===== src/rtl/bp_pkg.sv =====
package bp_pkg;

  typedef logic [1:0] ctr2_t;

  localparam ctr2_t CTR_WEAK_NT = 2'd1;
  localparam ctr2_t CTR_MAX     = 2'd3;
  localparam ctr2_t CTR_MIN     = 2'd0;

  // Saturating step toward the outcome.
  function automatic ctr2_t ctr_step(input ctr2_t c, input logic up);
    ctr2_t r;
    if (up) r = (c == CTR_MAX) ? c : c + 2'd1;
    else    r = (c == CTR_MIN) ? c : c - 2'd1;
    return r;
  endfunction

  // Upper half of the range means taken.
  function automatic logic ctr_says_taken(input ctr2_t c);
    return c[1];
  endfunction

endpackage


===== src/rtl/bp_local.sv =====
module bp_local
  import bp_pkg::*;
#(
  parameter int IDX_W  = 4,
  parameter int HIST_W = 4
) (
  input  logic             clk,
  input  logic             rst,
  input  logic [IDX_W-1:0] rd_idx,
  output logic             rd_taken,
  input  logic             wr_en,
  input  logic [IDX_W-1:0] wr_idx,
  input  logic             wr_taken
);
  localparam int L1_N = 1 << IDX_W;
  localparam int L2_N = 1 << HIST_W;

  logic [HIST_W-1:0] hist_tab [L1_N];
  ctr2_t             ctr_tab  [L2_N];

  logic [HIST_W-1:0] rd_hist;
  logic [HIST_W-1:0] wr_hist;

  assign rd_hist = hist_tab[rd_idx];
  assign wr_hist = hist_tab[wr_idx];

  // Registered read of the second level.
  always_ff @(posedge clk) begin
    if (rst) rd_taken <= 1'b0;
    else     rd_taken <= ctr_says_taken(ctr_tab[rd_hist]);
  end

  // First level: per-branch outcome history.
  always_ff @(posedge clk) begin
    if (rst) begin
      for (int k = 0; k < L1_N; k++) hist_tab[k] <= '0;
    end else if (wr_en) begin
      hist_tab[wr_idx] <= {wr_hist[HIST_W-2:0], wr_taken};
    end
  end

  // Second level: pattern counters.
  always_ff @(posedge clk) begin
    if (rst) begin
      for (int k = 0; k < L2_N; k++) ctr_tab[k] <= CTR_WEAK_NT;
    end else if (wr_en) begin
      ctr_tab[wr_hist] <= ctr_step(ctr_tab[wr_hist], wr_taken);
    end
  end

  AST_LHIST_NEWEST: assert property (@(posedge clk) disable iff (rst)
    wr_en |=> hist_tab[$past(wr_idx)][0] == $past(wr_taken));

  AST_LCTR_UP_ONLY: assert property (@(posedge clk) disable iff (rst)
    (wr_en && wr_taken) |=> ctr_tab[$past(wr_hist)] >= $past(ctr_tab[wr_hist]));

  AST_LCTR_DN_ONLY: assert property (@(posedge clk) disable iff (rst)
    (wr_en && !wr_taken) |=> ctr_tab[$past(wr_hist)] <= $past(ctr_tab[wr_hist]));

endmodule


===== src/rtl/bp_global.sv =====
module bp_global
  import bp_pkg::*;
#(
  parameter int HIST_W = 6
) (
  input  logic clk,
  input  logic rst,
  output logic rd_taken,
  input  logic wr_en,
  input  logic wr_taken
);
  localparam int TAB_N = 1 << HIST_W;

  logic [HIST_W-1:0] ghr;
  ctr2_t             ctr_tab [TAB_N];

  always_ff @(posedge clk) begin
    if (rst) rd_taken <= 1'b0;
    else     rd_taken <= ctr_says_taken(ctr_tab[ghr]);
  end

  always_ff @(posedge clk) begin
    if (rst)        ghr <= '0;
    else if (wr_en) ghr <= {ghr[HIST_W-2:0], wr_taken};
  end

  always_ff @(posedge clk) begin
    if (rst) begin
      for (int k = 0; k < TAB_N; k++) ctr_tab[k] <= CTR_WEAK_NT;
    end else if (wr_en) begin
      ctr_tab[ghr] <= ctr_step(ctr_tab[ghr], wr_taken);
    end
  end

  AST_GHR_IDLE: assert property (@(posedge clk) disable iff (rst)
    !wr_en |=> $stable(ghr));

  AST_GHR_NEWEST: assert property (@(posedge clk) disable iff (rst)
    wr_en |=> ghr[0] == $past(wr_taken));

  AST_GCTR_UP_ONLY: assert property (@(posedge clk) disable iff (rst)
    (wr_en && wr_taken) |=> ctr_tab[$past(ghr)] >= $past(ctr_tab[ghr]));

endmodule


===== src/rtl/bp_chooser.sv =====
module bp_chooser
  import bp_pkg::*;
#(
  parameter int IDX_W = 4
) (
  input  logic             clk,
  input  logic             rst,
  input  logic [IDX_W-1:0] rd_idx,
  output logic             rd_use_global,
  input  logic             wr_en,
  input  logic [IDX_W-1:0] wr_idx,
  input  logic             wr_taken,
  input  logic             wr_local,
  input  logic             wr_global
);
  localparam int TAB_N = 1 << IDX_W;

  ctr2_t sel_tab [TAB_N];

  logic disagree;
  logic global_right;

  assign disagree     = wr_local ^ wr_global;
  assign global_right = (wr_global == wr_taken);

  always_ff @(posedge clk) begin
    if (rst) rd_use_global <= 1'b0;
    else     rd_use_global <= ctr_says_taken(sel_tab[rd_idx]);
  end

  always_ff @(posedge clk) begin
    if (rst) begin
      for (int k = 0; k < TAB_N; k++) sel_tab[k] <= CTR_WEAK_NT;
    end else if (wr_en && disagree) begin
      sel_tab[wr_idx] <= ctr_step(sel_tab[wr_idx], global_right);
    end
  end

  AST_SEL_AGREE_HOLD: assert property (@(posedge clk) disable iff (rst)
    (wr_en && (wr_local == wr_global)) |=> sel_tab[$past(wr_idx)] == $past(sel_tab[wr_idx]));

  AST_SEL_TOWARD_GLOBAL: assert property (@(posedge clk) disable iff (rst)
    (wr_en && (wr_local != wr_global) && (wr_global == wr_taken))
      |=> sel_tab[$past(wr_idx)] >= $past(sel_tab[wr_idx]));

  AST_SEL_TOWARD_LOCAL: assert property (@(posedge clk) disable iff (rst)
    (wr_en && (wr_local != wr_global) && (wr_local == wr_taken))
      |=> sel_tab[$past(wr_idx)] <= $past(sel_tab[wr_idx]));

endmodule


===== src/rtl/tournament_bp.sv =====
module tournament_bp #(
  parameter int PC_W      = 32,
  parameter int LHT_IDX_W = 4,
  parameter int LHIST_W   = 4,
  parameter int GHIST_W   = 6,
  parameter int SEL_IDX_W = 4
) (
  input  logic            clk,
  input  logic            rst,
  input  logic [PC_W-1:0] pred_pc,
  output logic            pred_taken,
  output logic            pred_local,
  output logic            pred_global,
  input  logic            upd_valid,
  input  logic [PC_W-1:0] upd_pc,
  input  logic            upd_taken,
  input  logic            upd_local,
  input  logic            upd_global
);
  localparam int PC_LSB = 2;

  logic use_global;
  logic unused_pc_bits;

  assign unused_pc_bits = ^{pred_pc, upd_pc};

  bp_local #(
    .IDX_W  (LHT_IDX_W),
    .HIST_W (LHIST_W)
  ) u_local (
    .clk      (clk),
    .rst      (rst),
    .rd_idx   (pred_pc[PC_LSB +: LHT_IDX_W]),
    .rd_taken (pred_local),
    .wr_en    (upd_valid),
    .wr_idx   (upd_pc[PC_LSB +: LHT_IDX_W]),
    .wr_taken (upd_taken)
  );

  bp_global #(
    .HIST_W (GHIST_W)
  ) u_global (
    .clk      (clk),
    .rst      (rst),
    .rd_taken (pred_global),
    .wr_en    (upd_valid),
    .wr_taken (upd_taken)
  );

  bp_chooser #(
    .IDX_W (SEL_IDX_W)
  ) u_chooser (
    .clk           (clk),
    .rst           (rst),
    .rd_idx        (pred_pc[PC_LSB +: SEL_IDX_W]),
    .rd_use_global (use_global),
    .wr_en         (upd_valid),
    .wr_idx        (upd_pc[PC_LSB +: SEL_IDX_W]),
    .wr_taken      (upd_taken),
    .wr_local      (upd_local),
    .wr_global     (upd_global)
  );

  // Final choice between two registered component results.
  assign pred_taken = use_global ? pred_global : pred_local;

  AST_AGREE_PASS: assert property (@(posedge clk) disable iff (rst)
    (pred_local == pred_global) |-> (pred_taken == pred_local));

  AST_OUT_FROM_COMPONENT: assert property (@(posedge clk) disable iff (rst)
    (pred_taken == pred_local) || (pred_taken == pred_global));

endmodule


===== config.mk =====
export PLATFORM = sky130hd
export DESIGN_NAME = tournament_bp
export DESIGN_NICKNAME = d
export VERILOG_FILES = /design/src/rtl/bp_pkg.sv /design/src/rtl/bp_local.sv /design/src/rtl/bp_global.sv /design/src/rtl/bp_chooser.sv /design/src/rtl/tournament_bp.sv
export SDC_FILE = /design/constraint.sdc
export NUM_CORES = 1
export LEC_CHECK = 0
export CORE_ASPECT_RATIO = 2
export CORE_MARGIN = 1.5
export CORE_UTILIZATION = 25
export DETAILED_ROUTE_END_ITERATION = 12
export DONT_BUFFER_PORTS = 1
export GPL_TIMING_DRIVEN = 0
export PLACE_DENSITY = 0.37
export SLEW_MARGIN = 20
export SYNTH_ARGS = -nofsm -noshare
export SYNTH_HDL_FRONTEND = slang
export SYNTH_SLANG_ARGS = --single-unit

===== constraint.sdc =====
create_clock -name clk -period 4.2 [get_ports clk]
set_clock_uncertainty 0.2 [all_clocks]
set_input_delay 0.84 -clock clk [delete_from_list [all_inputs] [get_ports clk]]
set_output_delay 0.84 -clock clk [all_outputs]
set_load 0.02 [all_outputs]

[Word level (Yosys, flattened, before mapping)]
Memory sizes are Yosys's and may differ from the RTL's. A register that Yosys moved wholly into a read port is not among the register bits.
Cells that the tools add are included.
Storage, ports and cells
  register bits after elaboration: 7
  memory bits (writable): 256
  memories: 4
Memories
  u_global.ctr_tab: words 64, bits a word 2, rd ports 1, clocked after Yosys merged registers in 1, wr ports 64, line bp_global.sv:15  | ctr2_t ctr_tab [TAB_N];
  u_local.hist_tab: words 16, bits a word 4, rd ports 2, clocked after Yosys merged registers in 0, wr ports 16, line bp_local.sv:18  | logic [HIST_W-1:0] hist_tab [L1_N];
  u_chooser.sel_tab: words 16, bits a word 2, rd ports 2, clocked after Yosys merged registers in 1, wr ports 16, line bp_chooser.sv:18  | ctr2_t sel_tab [TAB_N];
  u_local.ctr_tab: words 16, bits a word 2, rd ports 2, clocked after Yosys merged registers in 1, wr ports 16, line bp_local.sv:19  | ctr2_t ctr_tab [L2_N];
Cells by class
  add/sub/neg operators: 6
  equality and inequality tests: 4
  multiplexer cells: 38
  bitwise logic cells: 1
  reduce and logical (&&, ||, !) cells: 8
Operators by type and width (count)
  2-bit 2-to-1 mux: 18
  6-bit 2-to-1 mux: 3
  4-bit 2-to-1 mux: 4
  1-bit 2-to-1 mux: 13
  2-bit by 1-bit adder with 2-bit output (second input constant): 3
  2-bit equality test (second input constant): 3
  2-bit zero test: 3
  2-bit OR reduction: 3
  2-bit by 1-bit subtractor with 2-bit output (second input constant): 3
  4-bit OR reduction: 1
  1-bit equality test: 1
  1-bit logical AND: 1
  1-bit bitwise XOR: 1

[Longest topological paths before layout]
Gate-level depths: netlist of the first run.
An unclocked memory read counts as a cell.
  depth in word-level cells: 8
  depth in mapped cells: 13
  depth with buffers taken out: 9

[Hierarchy]
A second synthesis of the first run with hierarchy kept.
Unflattened totals
  cells, all modules: 1171
  area total of the unflattened synthesis: 14157.3 µm²
By module, submodules not included
  bp_global: instances 1, cells an instance 597, area an instance 6994.2 µm²
  bp_local: instances 1, cells an instance 426, area an instance 5295.1 µm²
  bp_chooser: instances 1, cells an instance 147, area an instance 1853.0 µm²
  tournament_bp: instances 1, cells an instance 1, area an instance 15.0 µm²

[Worst setup path after synthesis of the first run]
OpenSTA, ideal clock, no wires.
  path type: in2reg
  start point: input upd_pc[4]
  end point: memory u_local.ctr_tab[11][1] (netlist name) (data pin)
  library setup time: 137 ps
  arrival: 3605 ps
  required time: 3863 ps
  path slack: 259 ps
  stages on the path: 12
  cells stage by stage: buf_2 > mux4_2 > mux2_2 > nand2_4 > nand2_2 > buf_4 > mux2i_1 > a31o_2 > or4_1 > maj3_2 > buf_6 > nor2_2
RTL lines
  from (decl): line tournament_bp.sv:15  | input logic [PC_W-1:0] upd_pc,
  to (decl): line bp_local.sv:19

==> impl_metrics.prom, run 1 <==
# TYPE chip_impl_metric gauge
chip_impl_metric{name="grt_start_max_net_pins",unit=""} 15
chip_impl_metric{name="floorplan.die_area",unit="µm²"} 57900
chip_impl_metric{name="final_layout_size_suffix_gt1_frac",unit=""} 0.216
chip_impl_info{name="cp_cell_sequence",value="clkdlybuf4s15_2 > mux4_2 > mux4_2 > mux4_2 > nand2_1 > nand2_1 > o21ai_4 > clkbuf_1 > nor2_1"} 1
chip_impl_metric{name="timing.max_cap.violations",unit=""} 0
chip_impl_metric{name="drtAntennaViolNets",unit=""} 0
chip_impl_info{name="ys.flop_type",value="sky130_fd_sc_hd__edfxtp_1"} 1
chip_impl_metric{name="floorplan.initialDensity",unit=""} 0.253
chip_impl_info{name="cts_tree",value="built"} 1
chip_impl_metric{name="syn-cell-area",unit="µm²"} 14100
chip_impl_metric{name="critical_path_peak_fanout",unit=""} 10
chip_impl_metric{name="place_worst_setup_slack",unit="ps"} -1010
chip_impl_metric{name="top_level_ports",unit=""} 73
chip_impl_metric{name="max_clock_freq",unit="MHz"} 243
chip_impl_metric{name="power.static_leakage",unit="nW"} 4.97
chip_impl_metric{name="netlist_instances",unit=""} 1144
chip_impl_metric{name="dp.final_hpwl",unit="µm"} 39600
chip_impl_metric{name="violation_count_after_the_first_detailed_routing_iteration",unit=""} 500
chip_impl_metric{name="worst_hold_slack",unit="ps"} 327
chip_impl_metric{name="post_synth_xor_area_fraction",unit=""} 0.00187
chip_impl_metric{name="global_route.overflow_total",unit=""} 0
chip_impl_metric{name="multiplexer_area_fraction_after_synthesis",unit=""} 0.161
chip_impl_metric{name="cts_made_buffers",unit=""} 27
chip_impl_metric{name="clkTransAtPathRegs",unit="ps"} 70
chip_impl_metric{name="final-hold-violation-count",unit=""} 0
chip_impl_metric{name="clock_path_buffers",unit=""} 3
chip_impl_info{name="worstSetupStartpointType",value="register"} 1
chip_impl_metric{name="timing.reg2reg.worst_path_depth",unit=""} 9
chip_impl_info{name="rsz_0062_raised_after_global_routing",value="false"} 1
chip_impl_info{name="crit_path_frequent_cell",value="sky130_fd_sc_hd__mux4_2"} 1
chip_impl_metric{name="cts_max_level",unit=""} 1
chip_impl_metric{name="grt_antenna_before_repair",unit=""} 2
chip_impl_metric{name="drt-total-wl",unit="µm"} 50800
chip_impl_metric{name="final_max_slew_viol_count",unit=""} 0
chip_impl_metric{name="placeableCoreArea",unit="µm²"} 55600
chip_impl_metric{name="numPortBuffers",unit=""} 0
chip_impl_metric{name="dieHeight",unit="µm"} 339
chip_impl_metric{name="post_synth_and_or_nand_nor_area_fraction",unit=""} 0.201
chip_impl_metric{name="timing.final.crit_period",unit="ps"} 4120
chip_impl_metric{name="worst_hold_path.num_cells",unit=""} 2
chip_impl_metric{name="grt_pass1_wl",unit="µm"} 72100
chip_impl_info{name="critical_path.endpoint_type",value="register"} 1
chip_impl_metric{name="worst_slack",unit="ps"} 77.2
chip_impl_metric{name="slew_hr",unit=""} 0.258
chip_impl_metric{name="number_of_setup_violations_in_the_final_report",unit=""} 0
chip_impl_metric{name="chipWidth",unit="µm"} 171
chip_impl_metric{name="finish.net_count",unit=""} 1244
chip_impl_metric{name="gp_congestion",unit=""} 0.844
chip_impl_metric{name="timing.critical_path.required",unit="ps"} 4310
chip_impl_info{name="path_class",value="reg -> reg"} 1
chip_impl_metric{name="synth-warning-count",unit=""} 0
chip_impl_metric{name="wire_per_inst",unit="µm"} 26.2
chip_impl_info{name="synth_top_family_by_area",value="simple AND/OR/NAND/NOR gates"} 1
chip_impl_metric{name="synth_seq_area_share",unit=""} 0.567
chip_impl_metric{name="number_of_enable_flip_flop_cells_after_synthesis",unit=""} 256
chip_impl_metric{name="drt-vias-per-instance",unit=""} 4.77
chip_impl_info{name="status",value="completed"} 1
chip_impl_metric{name="clock_latency_on_the_worst_skew_pair",unit="ps"} 570
chip_impl_metric{name="max_incr_delay_on_cp",unit="ps"} 590
chip_impl_metric{name="count_of_unique_library_cells_instantiated_by_yosys",unit=""} 55
chip_impl_metric{name="drt_pass1_iterations",unit=""} 5
chip_impl_info{name="cpMaxStageDelayCell",value="sky130_fd_sc_hd__mux4_2"} 1
chip_impl_info{name="clockRootBuffer",value="sky130_fd_sc_hd__clkbuf_16"} 1
chip_impl_metric{name="area_growth_syn_to_layout",unit="%"} 13.7
chip_impl_info{name="tightest_hold_check_type",value="in -> reg"} 1
chip_impl_metric{name="tightest_slew",unit="ps"} 1110
chip_impl_metric{name="fin_crit_sh",unit=""} 0.982
chip_impl_metric{name="antenna-diode-count",unit=""} 0
chip_impl_metric{name="track_usage",unit=""} 0.180
chip_impl_metric{name="via_count_of_the_first_global_routing_pass",unit=""} 10200
chip_impl_metric{name="numClockSinks",unit=""} 271
chip_impl_metric{name="placementRows",unit=""} 122
chip_impl_metric{name="num_vias",unit=""} 9235
chip_impl_metric{name="cellPowerDensity",unit="nW/µm²"} 398
chip_impl_metric{name="drcViolationCount",unit=""} 0
chip_impl_metric{name="syn-num-nets",unit=""} 1214
chip_impl_metric{name="synth-seq-cells",unit=""} 271
chip_impl_metric{name="fillCellCount",unit=""} 5794
chip_impl_metric{name="worst_ir_drop_vdd",unit="mV"} 0.268
chip_impl_metric{name="post_synth_fa_ha_maj_area_fraction",unit=""} 0.00293
chip_impl_metric{name="synth_async_sr_flop_share",unit=""} 0
chip_impl_metric{name="syn-mean-instance-area",unit="µm²"} 12.3
chip_impl_metric{name="critical_path_arrival",unit="ps"} 4230
chip_impl_metric{name="synth_compound_gate_area_share",unit=""} 0.0306
state kept, by name, summed over array words and instances (netlist names), named ones only:
name                     count
u_local.ctr_tab             32
u_local.rd_taken             1
u_global.ctr_tab           128
u_local.hist_tab            64
u_chooser.rd_use_global      1
u_global.rd_taken            1
u_chooser.sel_tab           32
u_global.ghr                 6
cells in the mapped netlist, types with 3 or more instances:
library cell / n / area share
sky130_fd_sc_hd__or2_2: 46 / 0.020
sky130_fd_sc_hd__a21boi_0: 3 / 0.0016
sky130_fd_sc_hd__buf_1: 10 / 0.0027
sky130_fd_sc_hd__buf_2: 23 / 0.0082
sky130_fd_sc_hd__a21o_1: 12 / 0.0064
sky130_fd_sc_hd__nor3b_1: 4 / 0.0021
sky130_fd_sc_hd__mux2i_1: 15 / 0.011
sky130_fd_sc_hd__mux2_2: 6 / 0.0048
sky130_fd_sc_hd__dfxtp_1: 15 / 0.021
sky130_fd_sc_hd__nor3_1: 45 / 0.016
sky130_fd_sc_hd__a22o_1: 4 / 0.0025
sky130_fd_sc_hd__buf_6: 5 / 0.0040
sky130_fd_sc_hd__edfxtp_1: 256 / 0.55
sky130_fd_sc_hd__mux4_2: 91 / 0.15
sky130_fd_sc_hd__nand2_1: 116 / 0.031
sky130_fd_sc_hd__nand2b_1: 65 / 0.029
sky130_fd_sc_hd__nand3_1: 69 / 0.025
sky130_fd_sc_hd__and3_1: 18 / 0.0080
sky130_fd_sc_hd__nor2_2: 11 / 0.0049
sky130_fd_sc_hd__inv_1: 10 / 0.0027
sky130_fd_sc_hd__a22oi_1: 3 / 0.0016
sky130_fd_sc_hd__maj3_1: 3 / 0.0021
sky130_fd_sc_hd__a21oi_1: 9 / 0.0032
sky130_fd_sc_hd__nand3b_1: 4 / 0.0021
sky130_fd_sc_hd__nor2_1: 165 / 0.044
sky130_fd_sc_hd__and2_1: 12 / 0.0053
sky130_fd_sc_hd__a211oi_1: 6 / 0.0032
sky130_fd_sc_hd__nor2b_1: 15 / 0.0067
sky130_fd_sc_hd__o21ai_0: 6 / 0.0021
sky130_fd_sc_hd__clkbuf_1: 61 / 0.016
power breakdown:
group	internal [mW]	switching, mW	total, mW
Sequential	3.02	0.0450	3.07
Combinational	0.256	0.542	0.798
Clock	1.38	1.13	2.51
final timing paths:
kind | from | endpoint | slack (ps)
hold / removal | upd_taken | register | 330
setup reg to reg | register | u_global.ctr_tab[56][1] | 80
hold reg to reg | u_global.ghr[1] | u_global.ctr_tab[28][0] | 540
setup / recovery | register | u_global.ctr_tab[56][1] | 80
critical path, delay by kind of cell (launching register included):
family / cells / cell delay [ps]
simple gates: 3 / 260
compound gates: 1 / 270
mux: 3 / 1600
buf+inv: 2 / 1080
flops: 1 / 450
area by class of cell:
type,count,area (µm²),area share
Tap cell,744,931,0.0581
Clock buffer,31,701,0.0437
Timing Repair Buffer,2,15.0,0.000937
Sequential cell,271,7990,0.499
Buffer,101,497,0.0310
Multi-Input combinational cell,761,5680,0.355
Inverter,10,37.5,0.00234
Clock inverter,18,166,0.0104
cells in the final DEF (no fill, tap or decap), drive strengths merged, types with 11 or more instances in the layout:
master	instances
edfxtp	256
nor2	176
nand2	118
clkbuf	92
mux4	91
nand3	70
nand2b	65
or2	46
nor3	45
buf	40
and3	18
nor2b	15
mux2i	15
dfxtp	15
and2	13
clkinv	13
a21o	12
inv	11
metal layers:
metal,global-route usage,vias to the layer above,share of wire
met4,0.113,0,0.068
li1,-,4244,-
met1,0.152,4681,0.30
met3,0.0163,106,0.028
met2,0.380,204,0.61
met5,0,-,0
stage by stage:
step	setup TNS [ps]	power, mW	cell area (µm²)	utilization	cells
floorplan	0	3.59	14100	-	1144
global placement	-131240	3.92	15000	0.270	1888
detailed placement	-100640	3.93	15000	0.271	1889
CTS	0	6.45	16000	0.288	1937
global route	0	6.57	16000	0.288	1938
finish	0	6.37	16000	0.288	1938
cells by family (layout without fill, tap and decap cells):
kind of cell | count (synthesis) | count (layout)
XOR/XNOR | 3 | 3
adder cells (fa/ha/maj) | 4 | 4
AND/OR/NAND/NOR | 584 | 584
multiplexers | 112 | 112
flip-flops | 271 | 271
buffers and inverters | 112 | 162
AO/OA/AOI/OAI | 58 | 58
repair_timing:
item,in CTS,in global routing
hold buffers,0,0
buffers inserted,0,1
pin swaps,1,1
gates cloned,0,0
endpoints found under the hold margin,0,0
endpoints found under the setup margin,169,13
gates resized for setup,22,2
No activity file was read; power rests on OpenSTA's default activity.
==> run 2: changes to the inputs <==
- CELL_PAD_IN_SITES_DETAIL_PLACEMENT: unset -> 0
- CELL_PAD_IN_SITES_GLOBAL_PLACEMENT: unset -> 1
- PLACE_DENSITY: 0.37 -> 0.43
==> impl_metrics.prom, run 2 (same netlist as run 1, synthesis figures left out) <==
# TYPE chip_impl_metric gauge
chip_impl_metric{name="slew_hr",unit=""} 0.283
chip_impl_metric{name="power.static_leakage",unit="nW"} 5.00
chip_impl_metric{name="cellPowerDensity",unit="nW/µm²"} 401
chip_impl_metric{name="antenna-diode-count",unit=""} 0
chip_impl_metric{name="final_util",unit=""} 0.289
chip_impl_metric{name="cts_max_level",unit=""} 1
chip_impl_metric{name="postPlaceCellArea",unit="µm²"} 15000
chip_impl_metric{name="drt-total-wl",unit="µm"} 53000
chip_impl_metric{name="grt_antenna_before_repair",unit=""} 2
chip_impl_metric{name="drcViolationCount",unit=""} 0
chip_impl_info{name="cts_tree",value="built"} 1
chip_impl_info{name="max_flop_register",value="u_global.ctr_tab"} 1
chip_impl_metric{name="placeableCoreArea",unit="µm²"} 55600
chip_impl_metric{name="max_clock_freq",unit="MHz"} 246
chip_impl_metric{name="largest_register_ffs",unit=""} 128
chip_impl_metric{name="grt_start_max_net_pins",unit=""} 16
chip_impl_info{name="final_common_cell",value="sky130_fd_sc_hd__edfxtp_1"} 1
chip_impl_metric{name="clkTransAtPathRegs",unit="ps"} 70
chip_impl_info{name="critical_path.endpoint_type",value="register"} 1
chip_impl_metric{name="final_layout_size_suffix_gt1_frac",unit=""} 0.217
chip_impl_info{name="tightest_hold_check_type",value="in -> reg"} 1
chip_impl_metric{name="grt_pass1_wl",unit="µm"} 74200
chip_impl_info{name="path_class",value="reg -> reg"} 1
chip_impl_metric{name="drt_pass1_iterations",unit=""} 5
chip_impl_metric{name="wire_per_inst",unit="µm"} 27.3
chip_impl_info{name="rsz_0062_raised_after_global_routing",value="false"} 1
chip_impl_metric{name="track_usage",unit=""} 0.187
chip_impl_metric{name="floorplan.initialDensity",unit=""} 0.253
chip_impl_metric{name="numPortBuffers",unit=""} 0
chip_impl_metric{name="timing.final.crit_period",unit="ps"} 4070
chip_impl_metric{name="dieHeight",unit="µm"} 339
chip_impl_metric{name="fin_crit_sh",unit=""} 0.968
chip_impl_metric{name="worst_ir_drop_vdd",unit="mV"} 0.229
chip_impl_metric{name="dpl.cell_count",unit=""} 1889
chip_impl_metric{name="numClockSinks",unit=""} 271
chip_impl_metric{name="drt-vias-per-instance",unit=""} 4.79
chip_impl_metric{name="chipWidth",unit="µm"} 171
chip_impl_metric{name="dp.final_hpwl",unit="µm"} 41100
chip_impl_metric{name="via_count_of_the_first_global_routing_pass",unit=""} 10100
chip_impl_metric{name="fin_total_pwr",unit="mW"} 6.44
chip_impl_metric{name="critical_path_peak_fanout",unit=""} 10
chip_impl_metric{name="place_worst_setup_slack",unit="ps"} -1200
chip_impl_metric{name="fin_tns_setup",unit="ps"} 0
chip_impl_metric{name="floorplan.die_area",unit="µm²"} 57900
chip_impl_info{name="clockRootBuffer",value="sky130_fd_sc_hd__clkbuf_16"} 1
chip_impl_metric{name="final-hold-violation-count",unit=""} 0
chip_impl_info{name="largest_registers",value="u_global.ctr_tab (128), u_local.hist_tab (64)"} 1
chip_impl_metric{name="final_max_slew_viol_count",unit=""} 0
chip_impl_metric{name="finish.net_count",unit=""} 1249
chip_impl_metric{name="number_of_setup_violations_in_the_final_report",unit=""} 0
chip_impl_metric{name="tightest_slew",unit="ps"} 1070
chip_impl_metric{name="timing.max_cap.violations",unit=""} 0
chip_impl_metric{name="placementRows",unit=""} 122
chip_impl_metric{name="violation_count_after_the_first_detailed_routing_iteration",unit=""} 489
chip_impl_metric{name="drtAntennaViolNets",unit=""} 0
chip_impl_metric{name="clock_path_buffers",unit=""} 3
chip_impl_metric{name="non_filler_instance_count_after_layout",unit=""} 1943
chip_impl_metric{name="finalInstanceArea",unit="µm²"} 16100
chip_impl_metric{name="cts_made_buffers",unit=""} 28
chip_impl_metric{name="gp_congestion",unit=""} 0.853
chip_impl_metric{name="global_route.overflow_total",unit=""} 0
chip_impl_metric{name="worst_hold_slack",unit="ps"} 263
chip_impl_metric{name="num_vias",unit=""} 9306
chip_impl_info{name="worstSetupStartpointType",value="register"} 1
chip_impl_metric{name="top_level_ports",unit=""} 73
chip_impl_metric{name="critical_path_arrival",unit="ps"} 4150
chip_impl_info{name="mostFrequentLayoutCells",value="sky130_fd_sc_hd__edfxtp_1 (256), sky130_fd_sc_hd__nor2_1 (164), sky130_fd_sc_hd__nand2_1 (116), sky130_fd_sc_hd__mux4_2 (91), sky130_fd_sc_hd__nand3_1 (69)"} 1
chip_impl_metric{name="clock_latency_on_the_worst_skew_pair",unit="ps"} 580
chip_impl_metric{name="worst_slack",unit="ps"} 134
chip_impl_info{name="status",value="completed"} 1
chip_impl_metric{name="area_growth_syn_to_layout",unit="%"} 14.0
chip_impl_metric{name="timing.critical_path.required",unit="ps"} 4280
-- run 2: timing repair --
action / in CTS / in global routing
resized for setup: 21 / 1
pin swaps: 2 / 1
hold buffers: 0 / 0
cloned: 0 / 0
buffers inserted: 3 / 2
setup endpoints to repair: 185 / 36
endpoints found under the hold margin: 0 / 0
-- run 2: path summary, 6_finish.rpt --
path | from | end | slack (ps) | cells after the start
setup / recovery | register | u_global.ctr_tab[36][0] | 130 | 9
hold / removal | upd_taken | register | 260 | 2
setup reg to reg | register | u_global.ctr_tab[36][0] | 130 | 9
hold reg to reg | u_global.ghr[1] | u_global.ctr_tab[28][0] | 490 | 3
-- run 2: layout make-up --
type,count,area [µm²]
Buffer,101,490
Clock buffer,38,779
Clock inverter,12,116
Fill cell,5800,39500
Inverter,10,37.5
Multi-Input combinational cell,761,5670
Sequential cell,271,7990
Tap cell,744,931
Timing Repair Buffer,6,45.0
-- run 2: routing by layer --
| layer | up-vias | wire, µm | global-route usage | part of all wire |
|---|---|---|---|---|
| met1 | 4777 | 15800 | 0.157 | 0.30 |
| met2 | 180 | 32900 | 0.405 | 0.62 |
| met3 | 89 | 1420 | 0.0186 | 0.027 |
| met5 | - | 0 | 0 | 0 |
| li1 | 4260 | - | - | - |
| met4 | 0 | 2920 | 0.0965 | 0.055 |
-- run 2: critical path: stages (launching register included) --
cell	delay (ps)
sky130_fd_sc_hd__dfxtp_1	460
sky130_fd_sc_hd__clkbuf_2	470
sky130_fd_sc_hd__mux4_2	410
sky130_fd_sc_hd__mux4_2	550
sky130_fd_sc_hd__mux4_2	540
sky130_fd_sc_hd__inv_1	120
sky130_fd_sc_hd__maj3_1	150
sky130_fd_sc_hd__buf_2	330
sky130_fd_sc_hd__buf_2	390
sky130_fd_sc_hd__nand3_1	120
-- run 2: where the power goes --
| group | leakage (nW) | switching, mW | total [mW] | internal, mW |
|---|---|---|---|---|
| logic | 2.13 | 0.560 | 0.821 | 0.261 |
| registers | 2.43 | 0.0452 | 3.07 | 3.02 |
| clock network | 0.439 | 1.13 | 2.55 | 1.42 |
| total | 5.00 | 1.74 | 6.44 | 4.70 |
